==> src/rtl/rxf_pkg.sv <==
package rxf_pkg;
  localparam int unsigned DEPTH  = 16;
  localparam int unsigned LVL_W  = $clog2(DEPTH + 1);
  localparam int unsigned TICK_W = 16;
  localparam int unsigned IDLE_W = TICK_W + 2;

  // Map the two-bit select onto a byte count threshold.
  function automatic logic [LVL_W-1:0] trig_level(input logic [1:0] sel);
    case (sel)
      2'b00:   trig_level = LVL_W'(1);
      2'b01:   trig_level = LVL_W'(4);
      2'b10:   trig_level = LVL_W'(8);
      default: trig_level = LVL_W'(14);
    endcase
  endfunction

  // Four character times, in clock cycles.
  function automatic logic [IDLE_W-1:0] idle_limit(input logic [TICK_W-1:0] ticks);
    idle_limit = {2'b00, ticks} << 2;
  endfunction
endpackage

==> src/rtl/rxf_store.sv <==
module rxf_store
  import rxf_pkg::*;
#(
  parameter int unsigned D = DEPTH,
  parameter int unsigned W = 8
) (
  input  logic             clk,
  input  logic             rst_n,
  input  logic             wr_en,
  input  logic [W-1:0]     wr_data,
  input  logic             rd_en,
  input  logic             ovr_clr,
  output logic [W-1:0]     head_data,
  output logic [LVL_W-1:0] level,
  output logic             overrun,
  output logic             push_ok,
  output logic             pop_ok
);
  localparam int unsigned AW = $clog2(D);

  logic [W-1:0]  mem [D];
  logic [AW-1:0] wptr, rptr;
  logic          empty, full, drop;

  assign empty   = (level == '0);
  assign full    = (level == LVL_W'(D));
  assign pop_ok  = rd_en && !empty;
  assign push_ok = wr_en && (!full || pop_ok);
  assign drop    = wr_en && !push_ok;
  assign head_data = empty ? '0 : mem[rptr];

  always_ff @(posedge clk) begin
    if (push_ok) mem[wptr] <= wr_data;
  end

  always_ff @(posedge clk or negedge rst_n) begin
    if (!rst_n) begin
      wptr    <= '0;
      rptr    <= '0;
      level   <= '0;
      overrun <= 1'b0;
    end else begin
      if (push_ok) wptr <= (wptr == AW'(D - 1)) ? '0 : wptr + 1'b1;
      if (pop_ok)  rptr <= (rptr == AW'(D - 1)) ? '0 : rptr + 1'b1;
      case ({push_ok, pop_ok})
        2'b10:   level <= level + 1'b1;
        2'b01:   level <= level - 1'b1;
        default: level <= level;
      endcase
      if (ovr_clr)   overrun <= 1'b0;
      else if (drop) overrun <= 1'b1;
    end
  end

  always_comb begin
    p_no_overflow_r2: assert (level <= LVL_W'(D));
  end

  p_full_drop_r3: assert property (@(posedge clk) disable iff (!rst_n)
    (full && wr_en && !rd_en) |=> (level == LVL_W'(D)) && overrun);

  p_ovr_hold_r4: assert property (@(posedge clk) disable iff (!rst_n)
    (overrun && !ovr_clr) |=> overrun);

  p_empty_read_r9: assert property (@(posedge clk) disable iff (!rst_n)
    (empty && rd_en && !wr_en) |=> (level == '0));
endmodule

==> src/rtl/rxf_idle_timer.sv <==
module rxf_idle_timer
  import rxf_pkg::*;
(
  input  logic              clk,
  input  logic              rst_n,
  input  logic              has_data,
  input  logic              access,
  input  logic [TICK_W-1:0] char_ticks,
  output logic              expired
);
  logic [IDLE_W-1:0] idle_cnt;
  logic [IDLE_W-1:0] limit;

  assign limit = idle_limit(char_ticks);

  always_ff @(posedge clk or negedge rst_n) begin
    if (!rst_n) begin
      idle_cnt <= '0;
      expired  <= 1'b0;
    end else if (!has_data || access) begin
      idle_cnt <= '0;
      expired  <= 1'b0;
    end else if (!expired) begin
      if (idle_cnt == limit - 1'b1) expired  <= 1'b1;
      else                          idle_cnt <= idle_cnt + 1'b1;
    end
  end

  p_needs_data_r7: assert property (@(posedge clk) disable iff (!rst_n)
    expired |-> has_data);

  p_access_clears_r8: assert property (@(posedge clk) disable iff (!rst_n)
    access |=> !expired);
endmodule

==> src/rtl/uart_rx_fifo.sv <==
module uart_rx_fifo
  import rxf_pkg::*;
(
  input  logic              clk,
  input  logic              rst_n,
  input  logic              wr_en,
  input  logic [7:0]        wr_data,
  input  logic              rd_en,
  output logic [7:0]        rd_data,
  input  logic [1:0]        trig_sel,
  input  logic              rx_int_en,
  input  logic [TICK_W-1:0] char_ticks,
  input  logic              ovr_clr,
  output logic [LVL_W-1:0]  level,
  output logic              data_avail_irq,
  output logic              timeout_irq,
  output logic              overrun
);
  logic push_ok, pop_ok;
  logic fifo_access;
  logic idle_expired;
  logic at_trigger;

  rxf_store #(.D(DEPTH), .W(8)) u_store (
    .clk(clk), .rst_n(rst_n),
    .wr_en(wr_en), .wr_data(wr_data),
    .rd_en(rd_en), .ovr_clr(ovr_clr),
    .head_data(rd_data), .level(level), .overrun(overrun),
    .push_ok(push_ok), .pop_ok(pop_ok)
  );

  assign fifo_access = push_ok || pop_ok;

  rxf_idle_timer u_timer (
    .clk(clk), .rst_n(rst_n),
    .has_data(level != '0), .access(fifo_access),
    .char_ticks(char_ticks), .expired(idle_expired)
  );

  assign at_trigger     = (level >= trig_level(trig_sel));
  assign data_avail_irq = rx_int_en && at_trigger;
  assign timeout_irq    = rx_int_en && idle_expired;

  p_avail_has_data_r5: assert property (@(posedge clk) disable iff (!rst_n)
    data_avail_irq |-> (level != '0));

  p_empty_reads_zero_r9: assert property (@(posedge clk) disable iff (!rst_n)
    (level == '0) |-> (rd_data == 8'h00));
endmodule

==> config.mk <==
export PLATFORM = sky130hd
export DESIGN_NAME = uart_rx_fifo
export DESIGN_NICKNAME = d
export VERILOG_FILES = /design/src/rtl/rxf_pkg.sv /design/src/rtl/rxf_store.sv /design/src/rtl/rxf_idle_timer.sv /design/src/rtl/uart_rx_fifo.sv
export SDC_FILE = /design/constraint.sdc
export NUM_CORES = 1
export LEC_CHECK = 0
export BUFFER_PORTS_ARGS = -buffer_cell sky130_fd_sc_hd__buf_4
export CELL_PAD_IN_SITES_DETAIL_PLACEMENT = 1
export CELL_PAD_IN_SITES_GLOBAL_PLACEMENT = 1
export CORE_UTILIZATION = 24
export CTS_BUF_LIST = sky130_fd_sc_hd__clkbuf_16
export CTS_CLUSTER_DIAMETER = 60
export DETAILED_ROUTE_END_ITERATION = 10
export PLACE_DENSITY = 0.44
export SYNTH_ARGS = -nofsm -noshare
export SYNTH_HDL_FRONTEND = slang
export SYNTH_SLANG_ARGS = --single-unit
==> constraint.sdc <==
create_clock -name clk -period 5.55 [get_ports clk]
set_input_delay 0.2775 -clock clk [delete_from_list [all_inputs] [get_ports clk]]
set_output_delay 0.2775 -clock clk [all_outputs]
set_load 0.02 [all_outputs]
* Word level (Yosys, flattened, before mapping)
Memories as Yosys holds them, arrays and structs flattened.
Cells that the tools add are included.
** Word-level totals
- ROM bits :: 0
- Latch bits :: 0
- Input bits :: 32
- Memories kept :: 1
- Register bits :: 33
- Output and inout port bits :: 16
- Bits in writable memories :: 128
- Logic and storage cells :: 57
** Cells by class
- Div/mod/pow operators :: 0
- Eq/ne operators :: 10
- Bitwise operators :: 0
- Order comparisons :: 1
- Mux-type cells :: 15
- Shifts and indexed selects :: 0
- Add/sub/neg operators :: 6
- Reduce and logical (&&, ||, !) cells :: 18
- Multiply operators :: 0
** Memories
- u_store.mem :: words 16, bits a word 8, rd ports 1, clocked after Yosys merged registers in 0, wr ports 1, line rxf_store.sv:21 : logic [W-1:0] mem [D];
** Operators with widths (number)
- two-way mux 18 bit :: 3
- adder 18 x 1 -> 18 bit, second input constant :: 1
- == test 18 bit :: 1
- subtractor 18 x 1 -> 18 bit, second input constant :: 1
- case mux 4 bit (3 select lines) :: 1
- case mux 5 bit (2 select lines) :: 1
- adder 4 x 1 -> 4 bit, second input constant :: 2
- == test 4 bit, second input constant :: 2
- two-way mux 4 bit :: 2
- two-way mux 8 bit :: 1
- two-way mux 1 bit :: 7
- adder 5 x 1 -> 5 bit, second input constant :: 1
- == test 5 bit, second input constant :: 1
- >= comparator 5 bit :: 1
- logical AND 1 bit :: 5
- zero test 5 bit :: 1
- nonzero test 5 bit :: 1
- subtractor 5 x 1 -> 5 bit, second input constant :: 1
- == test 2 x 1 -> 1 bit, second input constant :: 2
- == test 2 bit, second input constant :: 2
- zero test 1 bit :: 4
- nonzero test 2 bit :: 2
- logical OR 1 bit :: 3
- zero test 2 bit :: 1
- 3 further kinds :: 3

* Logic depth before layout (Yosys ltp)
- Depth in word-level cells :: 9
- Depth in mapped cells :: 13

* Modules after synthesis
A second synthesis with hierarchy kept.
** Unflattened totals
- Cells, all modules :: 513
- Area total of the unflattened synthesis :: 7511.0 um2
** By module, submodules not included
- rxf_store :: times used 1, sequential area each 4194.0 um2, area each 5829.3 um2, cells each 307
- rxf_idle_timer :: times used 1, sequential area each 475.5 um2, area each 1550.2 um2, cells each 187
- uart_rx_fifo :: times used 1, sequential area each 0.0 um2, area each 131.4 um2, cells each 19

* Worst setup path before layout
OpenSTA, ideal clock, no wires.
- Path type :: register to register
- From :: register u_store.level[1]
- To :: register u_timer.idle_cnt[6]
- Library setup time :: 0.065 ns
- Data required time :: 5.485 ns
- Path slack :: 2.572 ns
- Arrival time :: 2.913 ns
- Stages on the path, launching flop included :: 12
- Path buffers :: 2
- Period minus slack after synthesis :: 2.978 ns
- Cell sequence :: dfrtp_1 -> or4_1 -> or3b_2 -> and2_1 -> clkbuf_1 -> inv_1 -> ha_1 -> nor2b_1 -> dlygate4sd1_1 -> nand2_1 -> a21oi_1 -> a31o_2
** On the way
- Longest elaborated chain between the ends :: 9
- Elaborated cells between the ends (all ways) :: 15
- Classes of those cells :: eq/ne (3); mux (1); reduce/logical (11)
** RTL lines
- start: declaration :: line rxf_store.sv:14 : output logic [LVL_W-1:0] level,
- start signal: assignment :: line rxf_store.sv:46 : 2'b10: level <= level + 1'b1;
- start signal: assignment :: line rxf_store.sv:47 : 2'b01: level <= level - 1'b1;
- start signal: assignment :: line rxf_store.sv:48 : default: level <= level;
- zero test 5 bit :: line rxf_store.sv:25 : assign empty = (level == '0);
- zero test 1 bit :: line rxf_store.sv:27 : assign pop_ok = rd_en && !empty;
- logical AND 1 bit :: line rxf_store.sv:27
- logical OR 1 bit :: line rxf_store.sv:28 : assign push_ok = wr_en && (!full || pop_ok);
- logical AND 1 bit :: line rxf_store.sv:28
- logical OR 1 bit :: line uart_rx_fifo.sv:32 : assign fifo_access = push_ok || pop_ok;
- logical OR 1 bit * :: line rxf_idle_timer.sv:20 : end else if (!has_data || access) begin
- != test 2 bit (no line) / != test 2 x 1 -> 1 bit (equally long branches)
- AND reduction 2 bit (no line)
- end signal: assignment :: line rxf_idle_timer.sv:25 : else idle_cnt <= idle_cnt + 1'b1;
- end: declaration :: line rxf_idle_timer.sv:11 : logic [IDLE_W-1:0] idle_cnt;
Every way passes the cells marked *; elsewhere a longest branch is shown, timed or not.
A chain may end at the register's enable or synchronous reset.

* Worst setup path in the final report
- From :: register u_store.rptr[0]
- To :: output port rd_data[1]
** On the way
- Longest elaborated chain between the ends :: 2
** RTL lines
- start: declaration :: line rxf_store.sv:22 : logic [AW-1:0] wptr, rptr;
- start signal: assignment :: line rxf_store.sv:44 : if (pop_ok) rptr <= (rptr == AW'(D - 1)) ? '0 : rptr + 1'b1;
- memory read (16 x 8 bit)
- two-way mux 8 bit :: line rxf_store.sv:30 : assign head_data = empty ? '0 : mem[rptr];
- end: declaration :: line uart_rx_fifo.sv:9 : output logic [7:0] rd_data,
Every way passes these cells.

==> flow_summary.json <==
{
  "p_int_mw": 2.68,
  "regToRegEndpoint": "u_timer.idle_cnt[13]",
  "timing.final.crit_share_pct": 64.7,
  "yosys_warnings": 0,
  "cp_max_fo": 26,
  "slew_headroom_pct": 31.4,
  "finalSetupViolations": 0,
  "drt_first_iter_violations": 297,
  "ys_types": 74,
  "power_frac_comb_pct": 30.1,
  "cts_hold_buffers": 2,
  "first_global_vias": 4969,
  "postLayoutCoreUtil_pct": 29.1,
  "worstSetupEndpointType": "primary output",
  "antenna_left": 0,
  "gr-total-overflow": 0,
  "grt_max_degree": 37,
  "syn_area_mm2": 0.00761,
  "p_per_area_mw_per_mm2": 442,
  "grt_use_total_pct": 12.5,
  "avgViaCountPerCell": 4.65,
  "syn2layout_area_growth_pct": 18.1,
  "finalSetupTns_ns": 0,
  "layout.cells.most_common_list": "edfxtp_1, buf_4, mux4_2",
  "layout_setup_ws_ns": 1.96,
  "seq_area_frac_synth_pct": 61.4,
  "cts_buffers": 17,
  "synth-edff-count": 128,
  "finalHoldViolCount": 0,
  "final_common_cell": "edfxtp_1",
  "antenna_found_initial": 0,
  "total_power_mw": 3.97,
  "cp.required_ns": 5.27,
  "ios": 48,
  "die_w_um": 180,
  "die_y_um": 180,
  "hp-class": "in -> reg",
  "status": "finished, final reports clean",
  "min_from": "wr_en",
  "vdd_ir_drop_max_mv": 0.329,
  "critPathTopFamily": "multiplexers",
  "clkTransAtPathRegs_ns": 0.06,
  "switchingPower_mw": 1.29,
  "hold_end": "u_store.overrun",
  "cp.arrival_ns": 3.31,
  "setup.worst_path.class": "reg -> out",
  "num_vias": 4504,
  "cts_root_buf": "clkbuf_16",
  "start_kind": "flop",
  "clkSinkCount": 161,
  "antenna_cells": 0,
  "nNetsFinal": 608,
  "worst_pin_slew_ns": 1.03,
  "fmax_mhz": 278,
  "synth-seq-cells": 161,
  "async_flop_share_pct": 20.5,
  "r2r_cells": 9,
  "cts_setup_buffers": 0,
  "pwr-share-clk_pct": 29.7,
  "cts_max_path_buffers": 2,
  "layout_min_cycle_time_ns": 3.59,
  "path_buf_inv": 2,
  "gp_congestion": 0.721,
  "grt_pass1_wl_um": 30200,
  "dp_slack_ns": 1.91,
  "crit_path_cell_trace": "buf_4 -> mux4_2 -> mux4_2 -> nor2b_1 -> buf_4",
  "cts-resized-gates": 0,
  "min_path_cells": 3,
  "num_rows": 64,
  "core_mm2": 0.0309,
  "final_cells": 969,
  "dieArea_mm2": 0.0324,
  "drc": 0,
  "synthFlopType": "edfxtp_1",
  "synthCells": 509,
  "rsz0062_at_grt": "no",
  "drive_above_1_share_pct": 27.4,
  "dp_hpwl_um": 13500,
  "synth_nets": 557,
  "dp_cells": 935,
  "first_pass_iters": 4,
  "route.final.wire_length_um": 19100,
  "p_leak_nw": 3.22,
  "regToRegSetupSlack_ns": 2.00,
  "h-tree-depth": 4,
  "drv_slew": 0,
  "cp-startpoint": "u_store.rptr[0]",
  "place.port_buffers": 47,
  "cts_tree": "built",
  "critPathMaxStageDelay_ns": 0.95,
  "avgSynthCellArea_um2": 14.9,
  "drv_cap": 0,
  "pwr-share-seq_pct": 40.2,
  "cp_slowest_cell": "dfrtp_2",
  "skew_ns": 0.0149,
  "start_util_pct": 24.6,
  "clock_latency_ns": 0.43,
  "worstReg2RegStart": "u_store.level[1]",
  "detail_route.wl_per_cell_um": 19.7,
  "p_sw_share_pct": 32.6
}
-- cells by family after synthesis --
logic type      synth area share, %
compound gates                 6.55
xor+xnor                       2.76
fa+ha+maj                      2.73
buf+inv                        2.58
flops                          61.4
mux                            13.5
simple gates                   10.5
-- metrics by stage --
step	instance area, um2	hold WS, ns
after floorplan	7610	-0.0181
after global placement	8380	0.266
after detailed placement	8380	0.268
after CTS	8980	0.122
after global routing	8980	0.162
final	8980	0.155
-- worst min-delay path, stage by stage --
cell	delay, ns
buf_4	0.11
a21oi_1	0.06
nor2_1	0.08
-- synth_stat cells (3+ instances only) --
cell	instances	area [um2]
buf_1	4	15.0
nand4_1	9	56.3
o21ai_0	8	40.0
nand2b_1	5	31.3
a31o_2	4	35.0
xnor2_1	15	131
clkbuf_1	11	41.3
a21oi_1	15	75.1
inv_1	18	67.6
mux4_2	40	901
xor2_1	9	78.8
a31oi_1	4	25.0
and2_1	4	25.0
nand2_1	34	128
nand3_1	8	40.0
or2_2	8	50.1
ha_1	15	188
nor2b_1	13	81.3
dfrtp_1	33	826
buf_6	3	33.8
and3_1	4	25.0
mux2i_1	9	90.1
edfxtp_1	128	3840
nor3_1	8	40.0
and4_1	3	26.3
a21o_1	5	37.5
nor2_1	35	131
-- state kept, by name, indices dropped and copies added, names as in the netlist --
| signal | flops |
|---|---|
| u_store.mem | 128 |
| u_timer.idle_cnt | 18 |
| u_store.level | 5 |
| u_store.rptr | 4 |
| u_store.wptr | 4 |
| u_store.overrun | 1 |
| u_timer.expired | 1 |
-- routing by layer --
metal  GRT usage (%)  up-vias  routed length, um
li1                -     2063                  -
met1            16.4     2358               8890
met2            21.0       68               9480
met3            2.38       15                520
met4            3.66        0                194
met5               0        -                  0
-- worst max-delay path by stage --
| stage | end | slack, ns | cells past startpoint |
|---|---|---|---|
| after floorplan | u_timer.idle_cnt[6] | 2.57 | 11 |
| after global placement | u_timer.idle_cnt[8] | 2.11 | 9 |
| after detailed placement | u_timer.idle_cnt[12] | 1.91 | 9 |
| after CTS | rd_data[1] | 1.81 | 5 |
| after global routing | u_timer.idle_cnt[13] | 1.62 | 9 |
| final | rd_data[1] | 1.96 | 5 |
-- area by class of cell --
cell class,instances,area [um2]
flip-flops and latches,161,4670
fillers,3301,21900
repair buffers,56,425
well taps,396,495
inverters,18,67.6
clock buffers,17,425
multi-input cells,306,2740
clock inverters,15,158
-- power groups by stage --
stage,registers (mW),logic [mW],clock network [mW]
5_1_grt,1.63,1.30,1.26
2_1_floorplan,1.53,0.828,0
3_5_place_dp,1.63,1.21,0
4_1_cts,1.61,1.22,1.22
3_3_place_gp,1.62,1.19,0
6_report,1.60,1.20,1.18
(Power assumes the default switching activity.)
